### src/rtl/rfsw_pkg.sv
package rfsw_pkg;

  typedef enum logic [1:0] {
    SQ_IDLE = 2'd0,
    SQ_BOOT = 2'd1,
    SQ_GAP1 = 2'd2,
    SQ_GAP2 = 2'd3
  } sq_state_t;

  // Whole cycles covering a gap in microseconds, rounded up, never below 1.
  function automatic int unsigned us_to_cycles(int unsigned clk_hz, int unsigned us);
    logic [63:0] prod;
    logic [63:0] cyc;
    prod = 64'(clk_hz) * 64'(us);
    cyc  = (prod + 64'd999_999) / 64'd1_000_000;
    if (cyc == 64'd0) cyc = 64'd1;
    return cyc[31:0];
  endfunction

  function automatic int unsigned cnt_width(int unsigned a, int unsigned b);
    int unsigned top;
    top = (a > b) ? a : b;
    return $clog2(top + 1);
  endfunction

endpackage

### src/rtl/rfsw_gap_timer.sv
module rfsw_gap_timer #(
  parameter int unsigned CNT_W = 8
) (
  input  logic             clk,
  input  logic             rst_n,
  input  logic             load,
  input  logic [CNT_W-1:0] load_val,
  input  logic             run,
  output logic             expire
);
  logic [CNT_W-1:0] cnt_q;

  always_ff @(posedge clk) begin
    if (!rst_n)                     cnt_q <= '0;
    else if (load)                  cnt_q <= load_val;
    else if (run && cnt_q != '0)    cnt_q <= cnt_q - 1'b1;
  end

  assign expire = run && (cnt_q == CNT_W'(1));
endmodule

### src/rtl/rfsw_seq_fsm.sv
module rfsw_seq_fsm
  import rfsw_pkg::*;
#(
  parameter int unsigned CNT_W   = 8,
  parameter int unsigned N_LONG  = 20,
  parameter int unsigned N_SHORT = 5
) (
  input  logic             clk,
  input  logic             rst_n,
  input  logic             req_rx,
  input  logic             req_tx,
  input  logic             expire,
  output logic             pa_tx_en,
  output logic             lna_rx_en,
  output logic             busy,
  output logic             load,
  output logic [CNT_W-1:0] load_val,
  output logic             run,
  output logic             seq_start,
  output logic             gap1_done,
  output logic             seq_done
);
  sq_state_t state_q;
  logic      tgt_tx_q;
  logic      go_tx;

  always_comb begin
    seq_start = (state_q == SQ_BOOT) ||
                ((state_q == SQ_IDLE) && (req_rx || req_tx));
    // receive has priority when both requests arrive together
    go_tx     = (state_q == SQ_IDLE) && !req_rx && req_tx;
    gap1_done = (state_q == SQ_GAP1) && expire;
    seq_done  = (state_q == SQ_GAP2) && expire;
    run       = (state_q == SQ_GAP1) || (state_q == SQ_GAP2);
    load      = seq_start || gap1_done;
    load_val  = seq_start ? CNT_W'(N_LONG) : CNT_W'(N_SHORT);
    busy      = (state_q != SQ_IDLE);
  end

  always_ff @(posedge clk) begin
    if (!rst_n) begin
      state_q   <= SQ_BOOT;
      tgt_tx_q  <= 1'b0;
      pa_tx_en  <= 1'b0;
      lna_rx_en <= 1'b0;
    end else if (seq_start) begin
      tgt_tx_q  <= go_tx;
      lna_rx_en <= ~go_tx;
      state_q   <= SQ_GAP1;
    end else if (gap1_done) begin
      pa_tx_en  <= tgt_tx_q;
      state_q   <= SQ_GAP2;
    end else if (seq_done) begin
      state_q   <= SQ_IDLE;
    end
  end
endmodule

### src/rtl/rfsw_ant_sel.sv
module rfsw_ant_sel (
  input  logic clk,
  input  logic rst_n,
  input  logic ant_sel,
  output logic ant_tx_side,
  output logic ant_rx_side
);
  logic ant_q;

  always_ff @(posedge clk) begin
    if (!rst_n) ant_q <= 1'b0;
    else        ant_q <= ant_sel;
  end

  assign ant_tx_side = ~ant_q;
  assign ant_rx_side = ant_q;
endmodule

### src/rtl/rf_switch_seq.sv
module rf_switch_seq
  import rfsw_pkg::*;
#(
  parameter int unsigned CLK_HZ        = 100_000_000,
  parameter int unsigned FIRST_GAP_US  = 20,
  parameter int unsigned SECOND_GAP_US = 5
) (
  input  logic clk,
  input  logic rst_n,
  input  logic req_rx,
  input  logic req_tx,
  input  logic ant_sel,
  output logic pa_tx_en,
  output logic lna_rx_en,
  output logic ant_tx_side,
  output logic ant_rx_side,
  output logic busy
);
  localparam int unsigned N_LONG  = us_to_cycles(CLK_HZ, FIRST_GAP_US);
  localparam int unsigned N_SHORT = us_to_cycles(CLK_HZ, SECOND_GAP_US);
  localparam int unsigned CNT_W   = cnt_width(N_LONG, N_SHORT);

  logic             load;
  logic [CNT_W-1:0] load_val;
  logic             run;
  logic             expire;
  logic             seq_start;
  logic             gap1_done;
  logic             seq_done;

  rfsw_gap_timer #(.CNT_W(CNT_W)) u_timer (
    .clk(clk), .rst_n(rst_n), .load(load), .load_val(load_val),
    .run(run), .expire(expire)
  );

  rfsw_seq_fsm #(.CNT_W(CNT_W), .N_LONG(N_LONG), .N_SHORT(N_SHORT)) u_fsm (
    .clk(clk), .rst_n(rst_n), .req_rx(req_rx), .req_tx(req_tx),
    .expire(expire), .pa_tx_en(pa_tx_en), .lna_rx_en(lna_rx_en),
    .busy(busy), .load(load), .load_val(load_val), .run(run),
    .seq_start(seq_start), .gap1_done(gap1_done), .seq_done(seq_done)
  );

  rfsw_ant_sel u_ant (
    .clk(clk), .rst_n(rst_n), .ant_sel(ant_sel),
    .ant_tx_side(ant_tx_side), .ant_rx_side(ant_rx_side)
  );
endmodule

### config.mk
export PLATFORM = sky130hd
export DESIGN_NAME = rf_switch_seq
export DESIGN_NICKNAME = d
export VERILOG_FILES = /design/src/rtl/rfsw_pkg.sv /design/src/rtl/rfsw_gap_timer.sv /design/src/rtl/rfsw_seq_fsm.sv /design/src/rtl/rfsw_ant_sel.sv /design/src/rtl/rf_switch_seq.sv
export SDC_FILE = /design/constraint.sdc
export NUM_CORES = 1
export LEC_CHECK = 0
export BUFFER_PORTS_ARGS = -buffer_cell sky130_fd_sc_hd__buf_4
export CAP_MARGIN = 20
export CORE_MARGIN = 2
export CORE_UTILIZATION = 59
export CTS_BUF_LIST = sky130_fd_sc_hd__clkbuf_8
export CTS_CLUSTER_SIZE = 40
export DETAILED_ROUTE_END_ITERATION = 10
export MAX_ROUTING_LAYER = met4
export PLACE_DENSITY = 0.8
export SLEW_MARGIN = 15
export SYNTH_ARGS = -nofsm -noshare
export SYNTH_HDL_FRONTEND = slang
export SYNTH_SLANG_ARGS = --single-unit
### constraint.sdc
create_clock -name clk -period 2.7 [get_ports clk]
set_input_delay 0.405 -clock clk [delete_from_list [all_inputs] [get_ports clk]]
set_output_delay 0.405 -clock clk [all_outputs]
set_load 0.02 [all_outputs]
==> results of run 1 <==
[critical path, delay by kind of cell (launching register included)]
kind	cells	cell delay, ns
AO/OA/AOI/OAI	1	0.52
AND/OR/NAND/NOR	2	0.76
flip-flops	1	0.35
multiplexers	1	0.33
[power breakdown]
part           total, mW  switching, mW  leakage [nW]  internal [mW]
combinational      0.135         0.0758         0.224         0.0594
sequential         0.301         0.0281         0.141          0.273
clock              0.185         0.0842        0.0269          0.101
[cell usage in the layout, fill, tap and decap left out, types with 3 or more instances in the layout]
cell type and count:
a21oi_1 7, nand2_1 9, dfxtp_1 17, clkbuf_8 3
o21ai_0 4, nor3_1 5, buf_4 9, nand4_1 3
or2_2 4, a31oi_1 3, xor2_1 3, inv_1 6
and3_1 3, o31ai_1 3, nor2_1 7
[worst max path at each step]
stage,start,endpoint,slack [ns],cells after the start
after detailed placement,u_timer.cnt_q[5],u_timer.cnt_q[1],0.69,4
after floorplan,u_timer.cnt_q[5],u_timer.cnt_q[1],0.80,5
after global routing,u_timer.cnt_q[0],u_timer.cnt_q[6],0.54,6
final,u_timer.cnt_q[5],u_timer.cnt_q[1],0.67,4
after CTS,u_timer.cnt_q[5],u_timer.cnt_q[1],0.68,4
after global placement,u_timer.cnt_q[5],u_timer.cnt_q[1],0.74,4
[through the flow]
step	hold slack (ns)	cell area (um^2)
after detailed placement	0.456	940
after floorplan	0.436	875
after CTS	0.361	985
after global routing	0.363	985
after global placement	0.441	940
final	0.364	985
[cells by family after synthesis]
kind of cell / Yosys count / synth area share (%)
buf+inv: 10 / 4.58
flops: 17 / 38.9
fa+ha+maj: 2 / 2.86
compound gates: 24 / 17.9
simple gates: 45 / 30.0
xor+xnor: 4 / 4.01
mux: 1 / 1.72
[sequential cells by signal (all words and copies together) (netlist names)]
| name | count |
|---|---|
| u_timer.cnt_q | 11 |
| u_fsm.state_q | 2 |
| u_ant.ant_rx_side | 1 |
| u_fsm.lna_rx_en | 1 |
| u_fsm.pa_tx_en | 1 |
| u_fsm.tgt_tx_q | 1 |
[routing by layer]
| metal | track usage (%) | up-vias | part of all wire [%] |
|---|---|---|---|
| met5 | - | - | 0 |
| met4 | 15.0 | 0 | 3.7 |
| met3 | 3.88 | 11 | 6.5 |
| met2 | 42.5 | 44 | 50 |
| met1 | 31.2 | 370 | 40 |
| li1 | - | 394 | - |
[cell type report]
class / instances / area [um^2]
Multi-Input combinational cell: 76 / 494
Fill cell: 101 / 365
Sequential cell: 17 / 340
Timing Repair Buffer: 9 / 67.6
Clock buffer: 3 / 41.3
Inverter: 5 / 18.8
Tap cell: 15 / 18.8
Clock inverter: 1 / 3.75
==> impl_metrics.py, run 1 <==
metrics = {
    "clock_tree": {
        "cts_made_buffers": 3,
        "root_buffer": "clkbuf_8",
        "postCtsSetupBuffers": 0,
        "tritoncts": "built",
        "htree_levels": 1,
        "cts_buffer_depth": 2,
        "cts_resized": 0,
        "cts.sinks": 17,
        "clk_latency_ns": 0.25,
        "cts_hold_buffers": 0,
        "clk_pin_slew_ns": 0.06,
    },
    "hold_path": {
        "hold_path_class": "input port to register",
        "hold_end": "u_ant.ant_rx_side",
        "holdCritStartpoint": "ant_sel",
        "hold_depth": 2,
    },
    "routing": {
        "first_pass_iters": 4,
        "drt-initial-drc-count": 55,
        "dr_total_vias": 819,
        "wl_per_cell_um": 16.1,
        "drc_errors": 0,
        "wl_um": 2030,
        "via_per_inst": 6.50,
        "ant_nets": 0,
    },
    "critical_path": {
        "arrival_ns": 2.21,
        "crit_type": "register to register",
        "regToRegSetupSlack_ns": 0.67,
        "cpPeakStageDelay_ns": 0.67,
        "ff2ff_path_depth": 4,
        "reg2reg_from": "u_timer.cnt_q[5]",
        "crit_path_max_fanout": 7,
        "slowest_stage": "or4_1",
        "startpoint_type": "register",
        "r2r_end": "u_timer.cnt_q[1]",
        "crit_path_end_kind": "register",
        "path_cells": "or4_1 -> o41a_1 -> mux2_4 -> nor3_2",
        "critPathRequiredTime_ns": 2.88,
    },
    "sta": {
        "layout_min_cycle_time_ns": 2.03,
        "period_share_pct": 75.2,
        "drv_slew": 0,
        "final.setup.tns_ns": 0,
        "rsz0062_at_grt": "no",
        "tightest_slew_ns": 0.535,
        "fin_skew_ns": 0.00152,
        "layout_setup_ws_ns": 0.670,
        "setup_viol": 0,
        "hold_viol": 0,
        "max_freq_mhz": 493,
        "slew_headroom_pct": 64.0,
    },
    "floorplanning": {
        "dieArea_um2": 1810,
        "rows": 13,
        "fp.dieW_um": 42.5,
        "start_util_pct": 64.8,
        "die_y_um": 42.5,
        "core-area_um2": 1350,
        "io_pins": 10,
    },
    "final_layout": {
        "drive_gt1_share_pct": 19.8,
        "nNetsFinal": 119,
        "insertedDiodeCount": 0,
        "syn_to_final_growth_pct": 12.6,
        "stdcell_count": 126,
        "utilization_pct": 72.9,
    },
    "synth": {
        "async_flop_share_pct": 0,
        "synth_cell_types": 35,
        "ys_top_cells_by_area": "dfxtp_1 39%, a21oi_1 4.0%, nand2_1 3.9%, nor2_1 3.0%, xor2_1 3.0%",
        "synth-edff-count": 0,
        "netlist.area_leader.share_pct": 38.9,
        "synth_top_cell_by_area": "dfxtp_1",
        "synth_flop_cell": "dfxtp_1",
        "yosysMostFrequentCell": "dfxtp_1",
        "ys_ff_latch": 17,
        "ys_warn_count": 0,
        "synthCells": 103,
        "syn_area_um2": 875,
        "synth-seq-area-share_pct": 38.9,
        "synth_nets": 110,
        "ys_top_cells_by_count": "17 x dfxtp_1, 9 x nand2_1, 7 x a21oi_1, 7 x nor2_1",
        "avgSynthCellArea_um2": 8.49,
    },
    "pwr": {
        "ir_worst_vdd_uv": 339,
        "p_leak_nw": 0.392,
        "fin_total_pwr_uw": 621,
        "power_density_nw_per_um2": 631,
    },
    "place": {
        "placed_cells": 122,
        "place_ws_ns": 0.691,
        "place_hpwl_um": 1450,
        "io_buffers": 9,
        "gp_congestion": 0.901,
    },
    "global_route": {
        "overflow": 0,
        "first_global_vias": 771,
        "grt_usage_pct": 26.4,
        "grt_max_degree": 13,
        "grt_pass1_wl_um": 3470,
        "antenna_found_initial": 0,
    },
    "job": {
        "drv_cap": 0,
    },
    "run_status": {
        "outcome": "finished, final reports clean",
    },
}
(Power assumes the default switching activity.)
==> run 2: changes to the inputs <==
==> constraint.sdc (replaced) <==
create_clock -name clk -period 2 [get_ports clk]
set_input_delay 0.3 -clock clk [delete_from_list [all_inputs] [get_ports clk]]
set_output_delay 0.3 -clock clk [all_outputs]
set_load 0.02 [all_outputs]
==> run 2 against run 1 <==
Sequential share of layout area decreased by 2.1 points. Critical path type unchanged. Global-route usage decreased by 0.68 points. Wire length decreased by 2.9%. Largest power group unchanged.
==> impl_metrics.py, run 2 (synthesized netlist as in run 1, its figures left out) <==
metrics = {
    "pwr": {
        "clock_power_share_pct": 29.5,
        "seq_power_share_pct": 45.8,
        "power_density_nw_per_um2": 828,
        "p_sw_uw": 261,
        "p_sw_share_pct": 30.1,
        "p_comb_share_pct": 24.6,
        "p_leak_nw": 0.433,
        "p_int_uw": 607,
        "ir_worst_vdd_uv": 537,
    },
    "sta": {
        "max_freq_mhz": 525,
        "holdWs_ns": 0.249,
        "drv_slew": 0,
        "fin_skew_ns": 0.00176,
        "tightest_slew_ns": 0.418,
        "hold_viol": 0,
        "final.setup.tns_ns": 0,
        "rsz0062_at_grt": "no",
        "slew_headroom_pct": 72.1,
        "setup_viol": 0,
        "layout_min_cycle_time_ns": 1.90,
        "period_share_pct": 95.2,
    },
    "hold_path": {
        "hold_path_class": "input port to register",
        "hold_end": "u_ant.ant_rx_side",
        "hold_depth": 2,
        "holdCritStartpoint": "ant_sel",
    },
    "final_layout": {
        "layout_common_cells": "17 x buf_4, 17 x dfxtp_1, 9 x nand2_1",
        "top_regs": "u_timer.cnt_q: 11 flops, u_fsm.state_q: 2 flops",
        "largest_register": "u_timer.cnt_q",
        "insertedDiodeCount": 0,
        "syn_to_final_growth_pct": 19.9,
        "fill_cells": 95,
        "multi_input_area_um2": 498,
        "nNetsFinal": 127,
        "layout.area.seq_um2": 340,
        "drive_gt1_share_pct": 26.1,
        "largest_register_ffs": 11,
    },
    "run_status": {
        "outcome": "finished, final reports clean",
    },
    "routing": {
        "dr_total_vias": 817,
        "first_pass_iters": 4,
        "drt-initial-drc-count": 43,
        "ant_nets": 0,
        "wl_per_cell_um": 14.7,
        "via_per_inst": 6.10,
        "drc_errors": 0,
        "wl_um": 1970,
    },
    "global_route": {
        "antenna_found_initial": 0,
        "grt_pass1_wl_um": 3420,
        "grt_usage_pct": 25.7,
        "first_global_vias": 751,
        "grt_max_degree": 13,
        "overflow": 0,
    },
    "floorplanning": {
        "start_util_pct": 64.8,
        "die_y_um": 42.5,
        "core-area_um2": 1350,
        "rows": 13,
        "dieArea_um2": 1810,
        "fp.dieW_um": 42.5,
        "io_pins": 10,
    },
    "critical_path": {
        "ff2ff_path_depth": 4,
        "reg2reg_from": "u_timer.cnt_q[6]",
        "crit_path_max_fanout": 5,
        "critPathRequiredTime_ns": 2.18,
        "startpoint_type": "register",
        "r2r_end": "u_timer.cnt_q[1]",
        "regToRegSetupSlack_ns": 0.1,
        "arrival_ns": 2.09,
        "crit_type": "register to register",
        "crit_path_end_kind": "register",
    },
    "job": {
        "drv_cap": 0,
    },
    "place": {
        "place_hpwl_um": 1490,
        "gp_congestion": 0.875,
        "io_buffers": 9,
    },
    "clock_tree": {
        "tritoncts": "built",
        "cts_made_buffers": 3,
        "cts_hold_buffers": 0,
        "clk_latency_ns": 0.25,
        "cts_buffer_depth": 2,
        "root_buffer": "clkbuf_8",
        "htree_levels": 1,
        "clk_pin_slew_ns": 0.07,
        "cts.sinks": 17,
    },
}
## run 2: cell count changes in the layout (fill, tap and decap cells not counted)
cell | previous run | this run
buf_4 | 9 | 17
or4_4 | 1 | 2
or4_1 | 1 | 0
## run 2: what timing repair did
action                     in CTS  in global routing
resized for setup               0                  1
setup endpoints to repair       0                  2
setup buffers                   0                  0
## run 2: layout make-up
type	instances	share of cell area (%)
tap	15	1.79
clock buffer	3	3.94
sequential	17	32.5
clock inverter	1	0.358
inverter	5	1.79
multi-input combinational	76	47.5
timing repair buffer	17	12.2
## run 2: critical path: stages, from the launching register on
cell and delay [ns]:
dfxtp_1 0.35, or4_4 0.56, o41a_1 0.49, mux2_4 0.32, nor3_2 0.11
## run 2: through the flow
step           setup slack (ns)  utilization, %  total power, mW  instance area (um^2)  cells
2_1_floorplan            0.0984               -            0.541                   875    103
3_3_place_gp              0.118            74.1            0.609                  1000    130
3_5_place_dp             0.0538            74.1            0.613                  1000    130
4_1_cts                  0.0356            77.4            0.861                  1040    134
5_1_grt                  0.0281            77.7            0.914                  1050    134
6_report                 0.0963            77.7            0.869                  1050    134
## run 2: worst max path at each step
stage                                start  cells after the start                to  slack [ns]
after detailed placement  u_timer.cnt_q[6]                      4  u_timer.cnt_q[1]        0.05
after global placement    u_timer.cnt_q[6]                      4  u_timer.cnt_q[1]        0.12
final                     u_timer.cnt_q[6]                      4  u_timer.cnt_q[1]         0.1
after floorplan           u_timer.cnt_q[5]                      5  u_timer.cnt_q[1]         0.1
after global routing      u_timer.cnt_q[6]                      4  u_timer.cnt_q[1]        0.03
after CTS                 u_timer.cnt_q[6]                      4  u_timer.cnt_q[1]        0.04
## run 2: power by group through the flow
stage / sequential [mW] / clock (mW) / combinational (mW)
3_5_place_dp: 0.404 / 0 / 0.209
4_1_cts: 0.396 / 0.255 / 0.210
3_3_place_gp: 0.403 / 0 / 0.206
5_1_grt: 0.403 / 0.274 / 0.237
6_report: 0.398 / 0.257 / 0.214
2_1_floorplan: 0.403 / 0 / 0.138
## run 2: per-layer routing
layer  track usage, %  part of all wire [%]
met1             33.0                    47
met2             39.1                    45
met3             5.17                   5.7
met4             11.3                   2.0
met5                -                     0
